==> src/rtl/ovf_pkg.sv <==
package ovf_pkg;
  localparam int NCH    = 3;
  localparam int REG_W  = 8;
  localparam int CNT_W  = 16;
  localparam int FLG_LO = 0;      // status bits [2:0]
  localparam int ENB_LO = 4;      // enable bits [6:4]
  localparam int RSV_LO = 3;
  localparam int RSV_HI = 7;
endpackage

==> src/rtl/wrap_counter.sv <==
module wrap_counter #(
  parameter int W      = 16,
  parameter bit UPDOWN = 1'b0
) (
  input  logic clk,
  input  logic rst_n,
  input  logic step,
  input  logic dn,
  output logic wrap
);
  logic [W-1:0] cnt_q;
  logic         dir;

  generate
    if (UPDOWN) begin : g_bidir
      assign dir = dn;
    end else begin : g_uponly
      logic unused_dn;
      assign unused_dn = dn;
      assign dir = 1'b0;
    end
  endgenerate

  always_ff @(posedge clk or negedge rst_n) begin
    if (!rst_n)       cnt_q <= '0;
    else if (step)    cnt_q <= dir ? cnt_q - 1'b1 : cnt_q + 1'b1;
  end

  assign wrap = step && (dir ? (cnt_q == '0) : (&cnt_q));

  // a wrap event lands the counter on zero or on all ones
  p_wrap_lands_r4: assert property (@(posedge clk) disable iff (!rst_n)
    wrap |=> (cnt_q == '0 || (&cnt_q)));
endmodule

==> src/rtl/flag_cell.sv <==
module flag_cell (
  input  logic clk,
  input  logic rst_n,
  input  logic set_evt,
  input  logic rd_strobe,
  input  logic clr_req,
  output logic flag
);
  logic arm_q;
  logic flag_q;

  always_ff @(posedge clk or negedge rst_n) begin
    if (!rst_n)                 arm_q <= 1'b0;
    else if (clr_req && arm_q)  arm_q <= 1'b0;
    else if (rd_strobe && flag_q) arm_q <= 1'b1;
  end

  always_ff @(posedge clk or negedge rst_n) begin
    if (!rst_n)                 flag_q <= 1'b0;
    else if (set_evt)           flag_q <= 1'b1;
    else if (clr_req && arm_q)  flag_q <= 1'b0;
  end

  assign flag = flag_q;

  // an unarmed flag never drops
  p_no_blind_clear_r6: assert property (@(posedge clk) disable iff (!rst_n)
    (flag_q && !arm_q) |=> flag_q);
  // a set event always leaves the flag high
  p_set_wins_r9: assert property (@(posedge clk) disable iff (!rst_n)
    set_evt |=> flag_q);
  // arming needs a read that saw the flag
  p_arm_source_r10: assert property (@(posedge clk) disable iff (!rst_n)
    $rose(arm_q) |-> $past(rd_strobe && flag_q));
endmodule

==> src/rtl/ovf_status_reg.sv <==
module ovf_status_reg
  import ovf_pkg::*;
#(
  parameter int CW = CNT_W
) (
  input  logic             clk,
  input  logic             rst_n,
  input  logic             rd_en,
  input  logic             wr_en,
  input  logic [REG_W-1:0] wdata,
  output logic [REG_W-1:0] rdata,
  input  logic [NCH-1:0]   cnt_en,
  input  logic             ch2_down,
  output logic [NCH-1:0]   irq
);
  logic [NCH-1:0] wrap_evt;
  logic [NCH-1:0] flags;
  logic [NCH-1:0] en_q;

  generate
    for (genvar i = 0; i < NCH; i++) begin : g_ch
      wrap_counter #(.W(CW), .UPDOWN(i == NCH-1)) u_cnt (
        .clk(clk), .rst_n(rst_n), .step(cnt_en[i]), .dn(ch2_down),
        .wrap(wrap_evt[i])
      );
      flag_cell u_flag (
        .clk(clk), .rst_n(rst_n), .set_evt(wrap_evt[i]), .rd_strobe(rd_en),
        .clr_req(wr_en && !wdata[FLG_LO+i]), .flag(flags[i])
      );
    end
  endgenerate

  always_ff @(posedge clk or negedge rst_n) begin
    if (!rst_n)      en_q <= '0;
    else if (wr_en)  en_q <= wdata[ENB_LO +: NCH];
  end

  always_comb begin
    rdata                 = '0;
    rdata[RSV_HI]         = 1'b1;
    rdata[RSV_LO]         = 1'b1;
    rdata[ENB_LO +: NCH]  = en_q;
    rdata[FLG_LO +: NCH]  = flags;
  end

  assign irq = flags & en_q;

  // enables move only on a bus write
  p_en_hold_r3: assert property (@(posedge clk) disable iff (!rst_n)
    !wr_en |=> $stable(en_q));
  // no flag rises without a counter wrap
  p_flag_rise_r7: assert property (@(posedge clk) disable iff (!rst_n)
    (flags[0] == 1'b0) |=> (flags[0] == 1'b0 || $past(wrap_evt[0])));
endmodule

==> config.mk <==
export PLATFORM = sky130hd
export DESIGN_NAME = ovf_status_reg
export DESIGN_NICKNAME = d
export VERILOG_FILES = /design/src/rtl/ovf_pkg.sv /design/src/rtl/wrap_counter.sv /design/src/rtl/flag_cell.sv /design/src/rtl/ovf_status_reg.sv
export SDC_FILE = /design/constraint.sdc
export NUM_CORES = 1
export LEC_CHECK = 0
export BUFFER_PORTS_ARGS = -buffer_cell sky130_fd_sc_hd__buf_2
export CORE_ASPECT_RATIO = 0.8
export CORE_MARGIN = 2
export CORE_UTILIZATION = 50
export DETAILED_ROUTE_END_ITERATION = 10
export PLACE_DENSITY = 0.69
export SLEW_MARGIN = 20
export SYNTH_ARGS = -nofsm -noshare
export SYNTH_HDL_FRONTEND = slang
export SYNTH_SLANG_ARGS = --single-unit
==> constraint.sdc <==
create_clock -name clk -period 4.6 [get_ports clk]
set_input_delay 0.92 -clock clk [delete_from_list [all_inputs] [get_ports clk]]
set_output_delay 0.92 -clock clk [all_outputs]
set_load 0.05 [all_outputs]
; Word-level counts from Yosys, hierarchy flattened
; Cells that the tools add are included.
[op_classes]
n_addsub = 4
n_mul = 0
div = 0
n_lt_le_gt_ge = 0
eq_ne = 0
shift = 0
n_mux = 14
bitwise_logic = 1
reduce_logical = 25
[op_table]
columns = operator, n
row1 = adder 16 x 1 -> 16 bit (second input constant), 3
row2 = AND reduction 16 bit, 3
row3 = zero test 16 bit, 1
row4 = two-way mux 16 bit, 1
row5 = subtractor 16 x 1 -> 16 bit (second input constant), 1
row6 = two-way mux 1 bit, 13
row7 = logical AND 1 bit, 12
row8 = nonzero test 2 bit, 6
row9 = bitwise AND 3 bit, 1
row10 = zero test 1 bit, 3
[word_totals]
reg_bits = 57
latchBits = 0
mem_bits_rw = 0
rom_bits = 0
output_inout_bits = 11
word_cells = 54
n_memories = 0

; Depth between registers and ports, before layout
; Gate-level depths: netlist of run 1.
[depth]
depth_word = 5
mapped_depth = 8
depth_no_buf = 7

; Cells and area by module
; A second synthesis of run 1 with hierarchy kept.
[unflattened]
cells_unflattened = 323
area_unflattened_um2 = 3368.2
[by_module_without_submodules]
columns = module, n_inst, cells_each, area_each_um2
row1 = wrap_counter (g_ch[0].u_cnt ...), 2, 67, 754.5
row2 = wrap_counter (g_ch[2].u_cnt), 1, 156, 1468.9
row3 = flag_cell, 3, 6, 75.1
row4 = ovf_status_reg, 1, 15, 165.2

; Worst setup path before layout of run 1
; Ideal clock, no wire load.
[synth_timing]
kind = in2reg
from = in ch2_down
to = reg g_ch[2].u_cnt.cnt_q[14]
t_arrival_ns = 2.442
required_ns = 4.475
slack_ns = 2.033
path_stages = 8
path_buffers = 1
path_cell_list = ha_1 -> buf_6 -> a21o_1 -> a21o_1 -> a221o_1 -> a31oi_2 -> xnor2_1 -> mux2_4
[synth_between]
elab_chain_len = 1
[synth_rtl]
columns = element, line
row1 = start: declaration, ovf_status_reg.sv:13  ; input logic ch2_down,
row2 = two-way mux 16 bit, wrap_counter.sv:26  ; else if (step) cnt_q <= dir ? cnt_q - 1'b1 : cnt_q + 1'b1;
row3 = end signal: assignment, wrap_counter.sv:26
row4 = end: declaration, wrap_counter.sv:11  ; logic [W-1:0] cnt_q;
; No other way between the ends.
; A chain may end at the register's enable or synchronous reset.

; Worst setup path after layout of run 1
[layout_timing]
from = in ch2_down
to = reg g_ch[2].u_cnt.cnt_q[15]
; The elaborated chain is that of the path after synthesis.

==> results of run 1 <==
per-layer routing:
metal | track usage, % | routed length, um | vias to the layer above
li1 | - | - | 1097
met1 | 25.3 | 2930 | 1054
met2 | 26.1 | 2380 | 52
met3 | 5.93 | 310 | 6
met4 | 7.68 | 49 | 0
met5 | 0 | 0 | -
worst max-delay path, stage by stage:
cell	delay, ns
sky130_fd_sc_hd__buf_2	0.36
sky130_fd_sc_hd__ha_1	0.37
sky130_fd_sc_hd__a21oi_2	0.28
sky130_fd_sc_hd__o21ai_2	0.15
sky130_fd_sc_hd__a31o_1	0.26
sky130_fd_sc_hd__a2111oi_0	0.41
sky130_fd_sc_hd__a311oi_1	0.10
sky130_fd_sc_hd__xnor2_1	0.15
power by group through the flow:
stage | Sequential [mW] | Combinational [mW] | Clock [mW]
2_1_floorplan | 0.773 | 0.719 | 0
3_3_place_gp | 0.798 | 0.825 | 0
3_5_place_dp | 0.803 | 0.847 | 0
4_1_cts | 0.797 | 0.856 | 0.506
5_1_grt | 0.821 | 0.965 | 0.531
6_report | 0.797 | 0.853 | 0.491
metrics by stage:
| step | instances | hold slack, ns |
|---|---|---|
| 5_1_grt | 408 | 0.473 |
| 3_5_place_dp | 392 | 0.458 |
| 6_report | 408 | 0.462 |
| 3_3_place_gp | 392 | 0.453 |
| 4_1_cts | 408 | 0.467 |
| 2_1_floorplan | 295 | 0.434 |
cell usage in the layout, fill, tap and decap left out, drive strengths merged, types with 3 or more instances in the layout:
cell    synthesis  final
nor4            4      4
ha             16     16
dfrtp          57     57
nand3b          3      3
inv             7      7
a21oi           9      9
nor2           15     15
and3            5      5
nand4          10     10
xnor2          29     29
and2            3      3
o21ai          12     12
a31oi           3      3
nand3          10     10
clkbuf          3     12
buf             7     23
xor2           14     14
nand2          29     29
mux2           17     17
nor3            3      3
a21o            6      6
state kept, by name, indices dropped and copies added, names as in the netlist:
| name | cells |
|---|---|
| g_ch.u_flag.arm_q | 3 |
| g_ch.u_flag.flag | 3 |
| g_ch.u_cnt.cnt_q | 48 |
| en_q | 3 |
cells by family after synthesis:
| kind of cell | share of synthesized area, % |
|---|---|
| compound gates | 12.3 |
| xor+xnor | 11.8 |
| fa+ha+maj | 6.90 |
| buf+inv | 3.69 |
| flops | 44.7 |
| mux | 6.43 |
| other cells | 0.118 |
| simple gates | 14.1 |
how the worst max path moves through the flow:
stage | start | endpoint | slack, ns | cells past startpoint
finish | ch2_down | g_ch[2].u_cnt.cnt_q[15] | 1.81 | 8
global route | ch2_down | g_ch[2].u_cnt.cnt_q[15] | 1.59 | 8
CTS | ch2_down | g_ch[2].u_cnt.cnt_q[15] | 1.81 | 8
detailed placement | ch2_down | g_ch[2].u_cnt.cnt_q[15] | 1.47 | 8
global placement | ch2_down | g_ch[2].u_cnt.cnt_q[15] | 1.53 | 8
floorplan | ch2_down | g_ch[2].u_cnt.cnt_q[14] | 2.03 | 8
cell type report:
type	count	share of cell area, %
multi-input cells	221	46.6
clock buffers	12	4.66
repair buffers	23	3.32
well taps	84	2.97
clock inverters	4	1.41
inverters	7	0.742
flip-flops and latches	57	40.3
==> results, run 1 <==
- The region available for standard cell placement spans 0.00628 mm2.
- Buffers inserted to repair hold after CTS numbered 0.
- The cell-internal power is 1.36 mW.
- The number of flops mapped to enable cells by yosys is 0.
- The footprint of the multi-input gates is 0.00165 mm2.
- After filler insertion, the fill cell instance count of the layout stands at 553.
- Dividing the final minimum period by the clock period gives about three fifths.
- Entering global routing, the biggest net connects just under 60 pins.
- The first global-routing pass estimated 9690 um of wire.
- The initial antenna violation count is 0.
- The worst pin sits at a relative slew slack of 52.9%.
- Relative to the synthesized area, the layout overhead comes to 11.0%.
- The number of max-slew violations in the final report is 0.
- The number of buffers inserted by port buffering is 22.
- The weighted congestion reported at the end of routability-driven placement is 0.820.
- The sequential fraction of design power is 37.2%.
- The critical register-to-register path startpoint is g_ch[2].u_cnt.cnt_q[0].
- Data on the critical path arrives at its endpoint at 3.00 ns.
- Summing every instance area after synthesis gives ~0.0032 mm2.
- The clock-pin slew reported for the worst setup and hold paths after clock tree synthesis is 0.06 ns.
- At the worst endpoint, the required time is 4.81 ns.
- The register area share after synthesis is 44.7%.
- The share of the synthesized area in the top cell type is 44.7%.
- The number of CTS-inserted buffers is 9.
- The ratio of total power to cell area is 605 mW/mm2.
- The maximum fanout count along the critical path is 18.
- The reg2reg setup slack is 2.36 ns.
- Of all cell types, the one taking the most synthesized area is sky130_fd_sc_hd__dfrtp_1.
- The floorplan has 26 rows.
- The portion of total power attributed to the clock network is between 20% and 30%.
- The beginning of the worst hold path is g_ch[1].u_cnt.cnt_q[6].
- The H-tree level count is 3.
- Summing internal, switching and leakage power gives roughly 2.1 mW.
- Setup repair after global routing left no endpoint under its margin.
- The number of nets at the end of the flow is 352.
- After detailed routing, the average wire length per cell comes to 13.9 um.
- By area the synthesized netlist is led by sky130_fd_sc_hd__dfrtp_1 45%, sky130_fd_sc_hd__xnor2_1 8.0%, sky130_fd_sc_hd__ha_1 6.3%, sky130_fd_sc_hd__mux2_2 5.6%, sky130_fd_sc_hd__xor2_1 3.8%.
- The tool flagged a number of max-cap violations equal to 0.
- Combinational logic is responsible for between 30% and 40% of the overall power.
- The run finished with clean final reports.
- The initial utilization of the core area, before any placement, comes to between 50% and 60%.
- On the final layout, the worst clock skew is about 0.004 ns.
- The post-synthesis instance total is ~290.
- The tightest min-delay check is of the reg -> reg type.
- The die area is 0.00704 mm2.
- Across every metal layer, demand over resource in global routing totals 18.1%.
- The total global routing overflow is 0.
- The number of vias per cell is approximately 5.4.
- In this run the count of I/O pins placed on the die edge is 27.
- Summed over all cells, the static leakage comes to 1.59 nW.
- The total placed instance area is 0.00333 mm2.
- For the worst flop-to-flop path, the logic depth is 7.
- The worst path in the final design needs a cycle of about 2.8 ns, including I/O delays and setup.
- For the pin with the worst max-slew slack, the measured transition is approximately 0.71 ns.
- Yosys mapped the design onto 58 distinct sky130hd cell types.
- After legalization and detailed placement, the total HPWL measured 3960 um.
- TritonCTS built the clock tree.
- In this run the deepest clock path goes through 2 buffers.
- The number of gates resized after CTS was 0.
- Cells fill 56.4% of the core in the end.
- The first-pass iteration count of the detailed router is 4.
- The total negative slack for setup checks is 0 ns.
- The cell with the most instances after synthesis is sky130_fd_sc_hd__dfrtp_1.
- After clock tree synthesis, the setup repair step added 0 buffers.
- The type of element capturing the critical path is a register.
- Prior to clock tree synthesis, the placed netlist has a worst setup slack of ~1.5 ns.
- The net switching power of the design is 783 uW.
- Counting instances, the worst hold path has a depth of 1.
- The startpoint kind of the worst setup timing path is a primary input.
- The total vias in the final route is 2209.
- For this run, asynchronously set or reset flops after synthesis account for 100%.
- The clock net in this run drives a total of between 50 and 60 sinks.
- The cell at the root of the clock tree is sky130_fd_sc_hd__clkbuf_8.
- The number of endpoints with negative hold slack in the final report is 0.
- The number of antenna repair diodes is 0.
- The commonest cells after synthesis are 57 x sky130_fd_sc_hd__dfrtp_1, 29 x sky130_fd_sc_hd__nand2_1, 29 x sky130_fd_sc_hd__xnor2_1, 16 x sky130_fd_sc_hd__ha_1, 16 x sky130_fd_sc_hd__mux2_2.
- After layout, the worst setup slack is 1.81 ns.
- The DRC violation total after the first TritonRoute iteration is 158.
- The die is 75.5 um tall.
- The count of synthesis-stage warnings from yosys is 0.
- Timing would allow up to ~360 MHz.
- The area taken by flip-flops and latches is between 0.001 and 0.0015 mm2.
- The endpoint of the worst hold-timing path is g_ch[1].u_cnt.cnt_q[6].
- The fraction of final layout cells with drive strength greater than 1 is approximately a fifth.
- The synthesized area per cell is 10.9 um2.
- The number of global-route vias before repair came to 2052.
- VDD sags by at most roughly 0.00027 V.
- The area of all placed cells without fillers is about 0.0035 mm2.
- The capturing point of the worst reg2reg path is g_ch[2].u_cnt.cnt_q[10].
- The clock network latency to the later pin of the worst-skew pair is 0.34 ns.
- The DRC violations left is 0.
- Net switching is between 30% and 40% of the power.
- The number of nets still failing antenna checks after routing is 0.
- The most used flip-flop cell after synthesis is sky130_fd_sc_hd__dfrtp_1.
- In this run, synthesis produced a sequential element count of 57.
- The number of setup violations in the final report is 0.
- By startpoint and endpoint, the worst setup path is classified as in -> reg.
- The width of the die is just over 90 um.
- The final layout contains routed wiring with a total length of around 5700 um.
Power figures use the tool's default switching activity.
==> inputs of run 2 (changes only) <==
PLACE_DENSITY = 0.71   (was 0.69)
clock period = 2.4 ns   (was 4.6 ns; I/O delays follow)
==> results, run 2 (synthesis gave the netlist of run 1 again) <==
- STA classifies the critical path endpoint as a register.
- The clock network is responsible for 24.6% of the overall power.
- The number of nets at the end of the flow is 378.
- The required time of the critical path is 2.61 ns.
- The DRC violation total after the first TritonRoute iteration is 100.
- The total global routing overflow is 0.
- The later pin in the worst-skew pair is clocked with a latency of between 0.3 and 0.4 ns.
- The critical register-to-register path startpoint is g_ch[2].u_cnt.cnt_q[1].
- The number of buffers inserted by hold repair at cts is 0.
- The wire-length estimate of the detail-placed layout is about 4300 um.
- The flip-flop count of the largest register after layout is 48.
- Excluding fillers, the count of instances in the completed layout stands at 434.
- The worst hold path belongs to the class in -> async.
- The most frequent standard cell in the layout excluding fill and tap cells is sky130_fd_sc_hd__dfrtp_1.
- The initial antenna violation count is 0.
- The detailed route wirelength on metal2 is 2590 um.
- After detailed routing, the wire length on met1 is 3030 um.
- The floorplan step defined a die boundary enclosing 0.00704 mm2.
- For this configuration, the core starts out at a cell density of 50.8%.
- The number of nets still failing antenna checks after routing is 0.
- The number of CTS-inserted buffers is 9.
- In this run the power density over the cells is between 1000 and 1500 mW/mm2.
- The highest signal layer in the routed design is met4.
- The synthesis-to-layout area growth is 18.7%.
- TritonCTS built the clock tree.
- Across every metal layer, demand over resource in global routing totals a little under a fifth.
- The number of sinks handled by clock tree synthesis is 57.
- The setup check on the worst reg-to-reg path leaves a slack of 0.21 ns.
- g_ch.u_cnt.cnt_q holds more flip-flops than any other register.
- Across the VDD grid, the largest voltage drop is 0.000516 V.
- The buffer depth of the longest clock path is 2.
- After layout, the minimum clock period comes to 2.22 ns.
- The clock arrives with ~0.0077 ns of skew.
- The placed cell count is about 420.
- Combinational logic is responsible for 42.5% of the overall power.
- Entering global routing, the biggest net connects 58 pins.
- The met3 wire length is 241 um.
- The leakage power of the design is 1.74 nW.
- The cell-internal power is 3.03 mW.
- Static timing analysis puts the maximum clock frequency at 450 MHz.
- The post-route netlist has 26.3% of its cells at a drive strength greater than 1.
- The post-CTS resize count is 0.
- The maximum fanout count along the critical path is 13.
- Across the run, the number of max-cap violations was 0.
- The endpoint identified for the worst register-to-register timing path is g_ch[2].u_cnt.cnt_q[15].
- Per report_power, the sequential group accounts for roughly a third of the total.
- The number of endpoints with negative hold slack in the final report was 0.
- At the end of routability-driven placement, the weighted congestion stood at 0.780.
- Before antenna repair, the detailed router went through 4 iterations.
- In the layout the commonest cells are 57 x sky130_fd_sc_hd__dfrtp_1, 29 x sky130_fd_sc_hd__nand2_1, 29 x sky130_fd_sc_hd__xnor2_1.
- For this design the top-level I/O count stands at 27.
- Setup repair after global routing left no endpoint under its margin.
- The total vias in the final route is 2290.
- The start-to-end type of the worst setup path is in -> reg.
- Once layout is complete, the utilization of the core stands at 60.3%.
- Buffers placed on the I/O ports in this run total 22.
- The number of global-route vias before repair is 2189.
- The net switching power of the design is approximately 1.6 mW.
- The number of vias per cell is ~5.3.
- After detailed routing, the average wire length per cell comes to 13.6 um.
- From bottom edge to top edge, the die measures between 70 and 80 um.
- The number of antenna repair diodes is 0.
- The cell at the root of the clock tree is sky130_fd_sc_hd__clkbuf_8.
- After clock tree synthesis, the clock-pin slew on the worst setup and hold paths is 0.07 ns.
- The floorplan has 26 rows.
- The fraction of power spent switching nets is 33.9%.
- Wires add up to 5910 um.
- The wire length of the first global-routing pass is 10100 um.
- The number of setup violations in the final report is 0.
- The run finished with clean final reports.
- The worst endpoint data arrival time is 2.43 ns.
- The startpoint kind of the worst setup timing path is a primary input.
- The H-tree level count is 3.
- The DRC violations left is 0.
- The setup fix buffers added after clock tree synthesis is 0.
- The placeable core region is roughly 0.0063 mm2.
- The number of max-slew violations in the final report is 0.
- The cell count of the worst reg-to-reg path is 8.
- The width of the die is 93.3 um.
- The final critical-path share of the clock period is 92.6%.
## run 2: cell count changes in the layout (fill, tap and decap cells not counted)
| cell | before | now |
|---|---|---|
| sky130_fd_sc_hd__bufinv_16 | 1 | 3 |
| sky130_fd_sc_hd__buf_4 | 1 | 26 |
| sky130_fd_sc_hd__clkbuf_1 | 0 | 1 |
| sky130_fd_sc_hd__buf_12 | 0 | 1 |
| sky130_fd_sc_hd__clkinv_4 | 0 | 1 |
| sky130_fd_sc_hd__clkinvlp_4 | 2 | 0 |
| sky130_fd_sc_hd__clkinv_2 | 1 | 0 |
| sky130_fd_sc_hd__clkbuf_8 | 12 | 11 |
## run 2: worst max-delay path by stage
stage	from	slack (ns)	to	cells past startpoint
6_report	ch2_down	0.18	g_ch[2].u_cnt.cnt_q[15]	10
5_1_grt	ch2_down	0.07	g_ch[2].u_cnt.cnt_q[15]	10
4_1_cts	g_ch[2].u_cnt.cnt_q[1]	0.20	g_ch[2].u_cnt.cnt_q[15]	8
3_5_place_dp	ch2_down	-0.14	g_ch[2].u_cnt.cnt_q[15]	10
3_3_place_gp	ch2_down	-0.08	g_ch[2].u_cnt.cnt_q[15]	10
2_1_floorplan	ch2_down	0.27	g_ch[2].u_cnt.cnt_q[14]	8
## run 2: metrics by stage
step / setup WS (ns) / hold WS [ns] / instance area [um2] / power, mW / setup TNS [ns]
2_1_floorplan: 0.273 / 0.184 / 3190 / 2.86 / 0
3_3_place_gp: -0.0845 / 0.454 / 3530 / 3.40 / -0.328
3_5_place_dp: -0.138 / 0.452 / 3530 / 3.46 / -0.467
6_report: 0.177 / 0.141 / 3790 / 4.58 / 0
4_1_cts: 0.202 / 0.149 / 3790 / 4.61 / 0
5_1_grt: 0.0750 / 0.147 / 3790 / 4.92 / 0
## run 2: per-layer routing
metal  track usage [%]  vias up
met1              25.3     1094
li1                  -     1154
met3              5.14        6
met2              29.3       36
met5                 0        -
met4              5.39        0
## run 2: power by group through the flow
stage	registers (mW)	logic, mW	clock network, mW
after floorplan	1.48	1.38	0
after detailed placement	1.52	1.94	0
after global placement	1.51	1.89	0
after CTS	1.51	1.96	1.15
final	1.51	1.95	1.13
after global routing	1.56	2.17	1.19
## run 2: layout make-up
cell class	count	area (um2)
Clock buffer	12	155
Inverter	7	26.3
Tap cell	84	105
Multi-Input combinational cell	221	1650
Clock inverter	4	98.8
Timing Repair Buffer	49	325
Sequential cell	57	1430
Fill cell	518	2490
## run 2: worst max-delay path, stage by stage
cell	delay (ns)
sky130_fd_sc_hd__buf_2	0.28
sky130_fd_sc_hd__buf_4	0.19
sky130_fd_sc_hd__ha_1	0.24
sky130_fd_sc_hd__a21oi_1	0.19
sky130_fd_sc_hd__inv_1	0.08
sky130_fd_sc_hd__a31o_1	0.19
sky130_fd_sc_hd__a2111oi_0	0.42
sky130_fd_sc_hd__a311oi_1	0.10
sky130_fd_sc_hd__buf_4	0.16
sky130_fd_sc_hd__xnor2_1	0.11
==> inputs of run 3 (changes only) <==
CELL_PAD_IN_SITES_DETAIL_PLACEMENT = 0   (was unset)
CELL_PAD_IN_SITES_GLOBAL_PLACEMENT = 1   (was unset)
CORE_UTILIZATION = 43   (was 50)
PLACE_DENSITY = unset   (was 0.71)
PLACE_DENSITY_LB_ADDON = 0.1   (was unset)
==> results, run 3 (synthesis gave the netlist of run 1 again) <==
- The max capacitance violation total is 0.
- The startpoint identified for the worst register-to-register timing path is g_ch[2].u_cnt.cnt_q[1].
- Setup total negative slack on the finished layout was measured at 0 ns.
- Cells with a size suffix above 1 make up approximately 28% of the layout.
- Global routing finished with a remaining overflow of 0.
- The library cell used most frequently in the layout, excluding fill and tap cells, is sky130_fd_sc_hd__dfrtp_1.
- The clock network latency to the later pin of the worst-skew pair is 0.34 ns.
- Subtracting the final worst setup slack from the clock period gives about 2.2 ns.
- The number of sinks handled by clock tree synthesis is 57.
- The first-pass iteration count of the detailed router is 6.
- For this run, design rule violations remaining after detail routing come to 0.
- Dividing total power by cell area gives a power density of ~1200 mW/mm2.
- The cell row count is 28.
- The die covers 0.00813 mm2.
- The worst-case headroom to the max-slew limit is 63.4%.
- The startpoint kind of the worst setup timing path is a primary input.
- For this design the top-level I/O count stands at 27.
- The first global-routing pass estimated 11000 um of wire.
- The setup path with the least slack is of type in -> reg.
- Setup repair after global routing left no endpoint under its margin.
- Summed over all cells, the static leakage comes to 1.74 nW.
- The flip-flop count of the largest register after layout is 48.
- For flop-to-flop paths, the worst setup slack is 0.23 ns.
- The placed cell count is roughly 430.
- The placement-stage worst setup slack is -0.131 ns.
- The largest register by flop count is g_ch.u_cnt.cnt_q.
- 0 antenna diodes ended up in the layout.
- The layout filler cell count is just under 700.
- The power consumption is 4.44 mW.
- The number of vias per cell is 5.19.
- Clock-pin slew was measured on the worst setup and hold paths at 0.07 ns.
- The endpoint identified for the worst register-to-register timing path is g_ch[2].u_cnt.cnt_q[15].
- The worst setup path endpoint is g_ch[2].u_cnt.cnt_q[15].
- Across the whole layout, storage elements account for 0.00143 mm2.
- The DRC violation total after the first TritonRoute iteration is 80.
- The setup fix buffers added after clock tree synthesis is 0.
- The number of max-slew violations in the final report is 0.
- The smallest setup slack after layout is 0.228 ns.
- The run finished with clean final reports.
- The non-filler instance count after layout is 447.
- Routability-driven placement finished with a final weighted congestion of between 0.7 and 0.8.
- For the worst setup path, the data arrival time is roughly 2.4 ns.
- Once the floorplan was initialized, standard cells occupied 43.8% of the core.
- The footprint of the multi-input gates is 0.00165 mm2.
- The die extent in y is 81.0 um.
- For the pin with the worst max-slew slack, the measured transition is 0.548 ns.
- The number of global-route vias before repair is roughly 2300.
- Detailed placement finished with a half-perimeter wire length of 4700 um.
- For the worst flop-to-flop path, the logic depth is 7.
- The final routed wirelength across all metal layers is 6290 um.
- The number of endpoints with negative hold slack in the final report was 0.
- The start point of the critical path is ch2_down.
- The CTS tree is yes.
- The final critical-path share of the clock period is 90.5%.
- After the last flow step, the layout net total stands at 385.
- The combined global-route utilization of all metal layers is 17.7%.
- The synthesis-to-layout area growth is 18.7%.
- Entering global routing, the biggest net connects 25 pins.
- Clock skew on the completed layout was measured at 0.0101 ns.
- The clock passes through at most 2 buffers.
- The number of buffers inserted by hold repair at cts is 0.
- Buffers placed on the I/O ports in this run total 22.
- The width of the die is 100 um.
- The total vias in the final route is 2320.
- The required time of the critical path is 2.61 ns.
- In the layout the commonest cells are 57 x sky130_fd_sc_hd__dfrtp_1, 33 x sky130_fd_sc_hd__buf_4, 29 x sky130_fd_sc_hd__nand2_1, 29 x sky130_fd_sc_hd__xnor2_1, 22 x sky130_fd_sc_hd__buf_2.
- The maximum fanout count along the critical path is 13.
- The post-CTS resize count is 0.
- The detailed-route wire length per cell is 14.1 um.
- For this run, the top clock speed supported by timing is between 400 and 500 MHz.
- The peak ir drop on the vdd network is 0.000540 V.
- Setup violations remaining at the end of the flow were counted as 0.
- The initial antenna violation count is 0.
- The number of CTS-inserted buffers is 9.
- The placeable core region is 0.00729 mm2.
- The utilization after layout is 52.0%.
- The clock tree synthesis step divided the H-tree into 3 levels.
- Once detail routing completed, the nets flagged for antenna violations numbered 0.
- The worst hold path belongs to the class in -> async.
- The cell at the root of the clock tree is sky130_fd_sc_hd__clkbuf_8.
- The type of element capturing the critical path is a register.
-- run 3: per-stage QoR --
stage	cell area (um2)	hold WS, ns
2_1_floorplan	3190	0.184
3_3_place_gp	3590	0.454
3_5_place_dp	3590	0.458
4_1_cts	3790	0.129
5_1_grt	3790	0.154
6_report	3790	0.123
-- run 3: power breakdown --
part | total, mW | internal (mW) | leakage [nW] | switching (mW)
sequential | 1.51 | 1.24 | 0.728 | 0.277
clock | 0.873 | 0.476 | 0.0912 | 0.397
combinational | 2.05 | 1.11 | 0.923 | 0.949
-- run 3: how the worst min path moves through the flow --
stage / slack [ns] / cells past startpoint / endpoint
3_5_place_dp: 0.46 / 1 / g_ch[1].u_cnt.cnt_q[15]
5_1_grt: 0.15 / 1 / g_ch[0].u_cnt.cnt_q[7]
3_3_place_gp: 0.45 / 1 / g_ch[1].u_cnt.cnt_q[6]
6_report: 0.12 / 1 / en_q[0]
4_1_cts: 0.13 / 1 / en_q[0]
2_1_floorplan: 0.18 / 0 / en_q[0]
-- run 3: metal layers --
layer / track usage (%) / vias to the layer above / wire length [um]
met1: 26.5 / 1104 / 3460
met2: 24.3 / 43 / 2490
met5: 0 / - / 0
met4: 4.25 / 0 / 38
li1: - / 1169 / -
met3: 6.20 / 4 / 299
-- run 3: area by class of cell --
| class | count | area share [%] |
|---|---|---|
| Multi-Input combinational cell | 221 | 43.6 |
| Clock buffer | 9 | 3.27 |
| Timing Repair Buffer | 56 | 9.97 |
| Tap cell | 90 | 2.97 |
| Sequential cell | 57 | 37.6 |
| Clock inverter | 7 | 1.88 |
| Inverter | 7 | 0.694 |
-- run 3: critical path, cell delays in order --
cell and delay (ns):
sky130_fd_sc_hd__buf_2 0.29, sky130_fd_sc_hd__buf_4 0.22, sky130_fd_sc_hd__ha_1 0.25, sky130_fd_sc_hd__a21oi_1 0.17, sky130_fd_sc_hd__inv_1 0.08, sky130_fd_sc_hd__a31o_1 0.21
sky130_fd_sc_hd__a2111oi_0 0.42, sky130_fd_sc_hd__a311oi_1 0.12, sky130_fd_sc_hd__xnor2_1 0.15
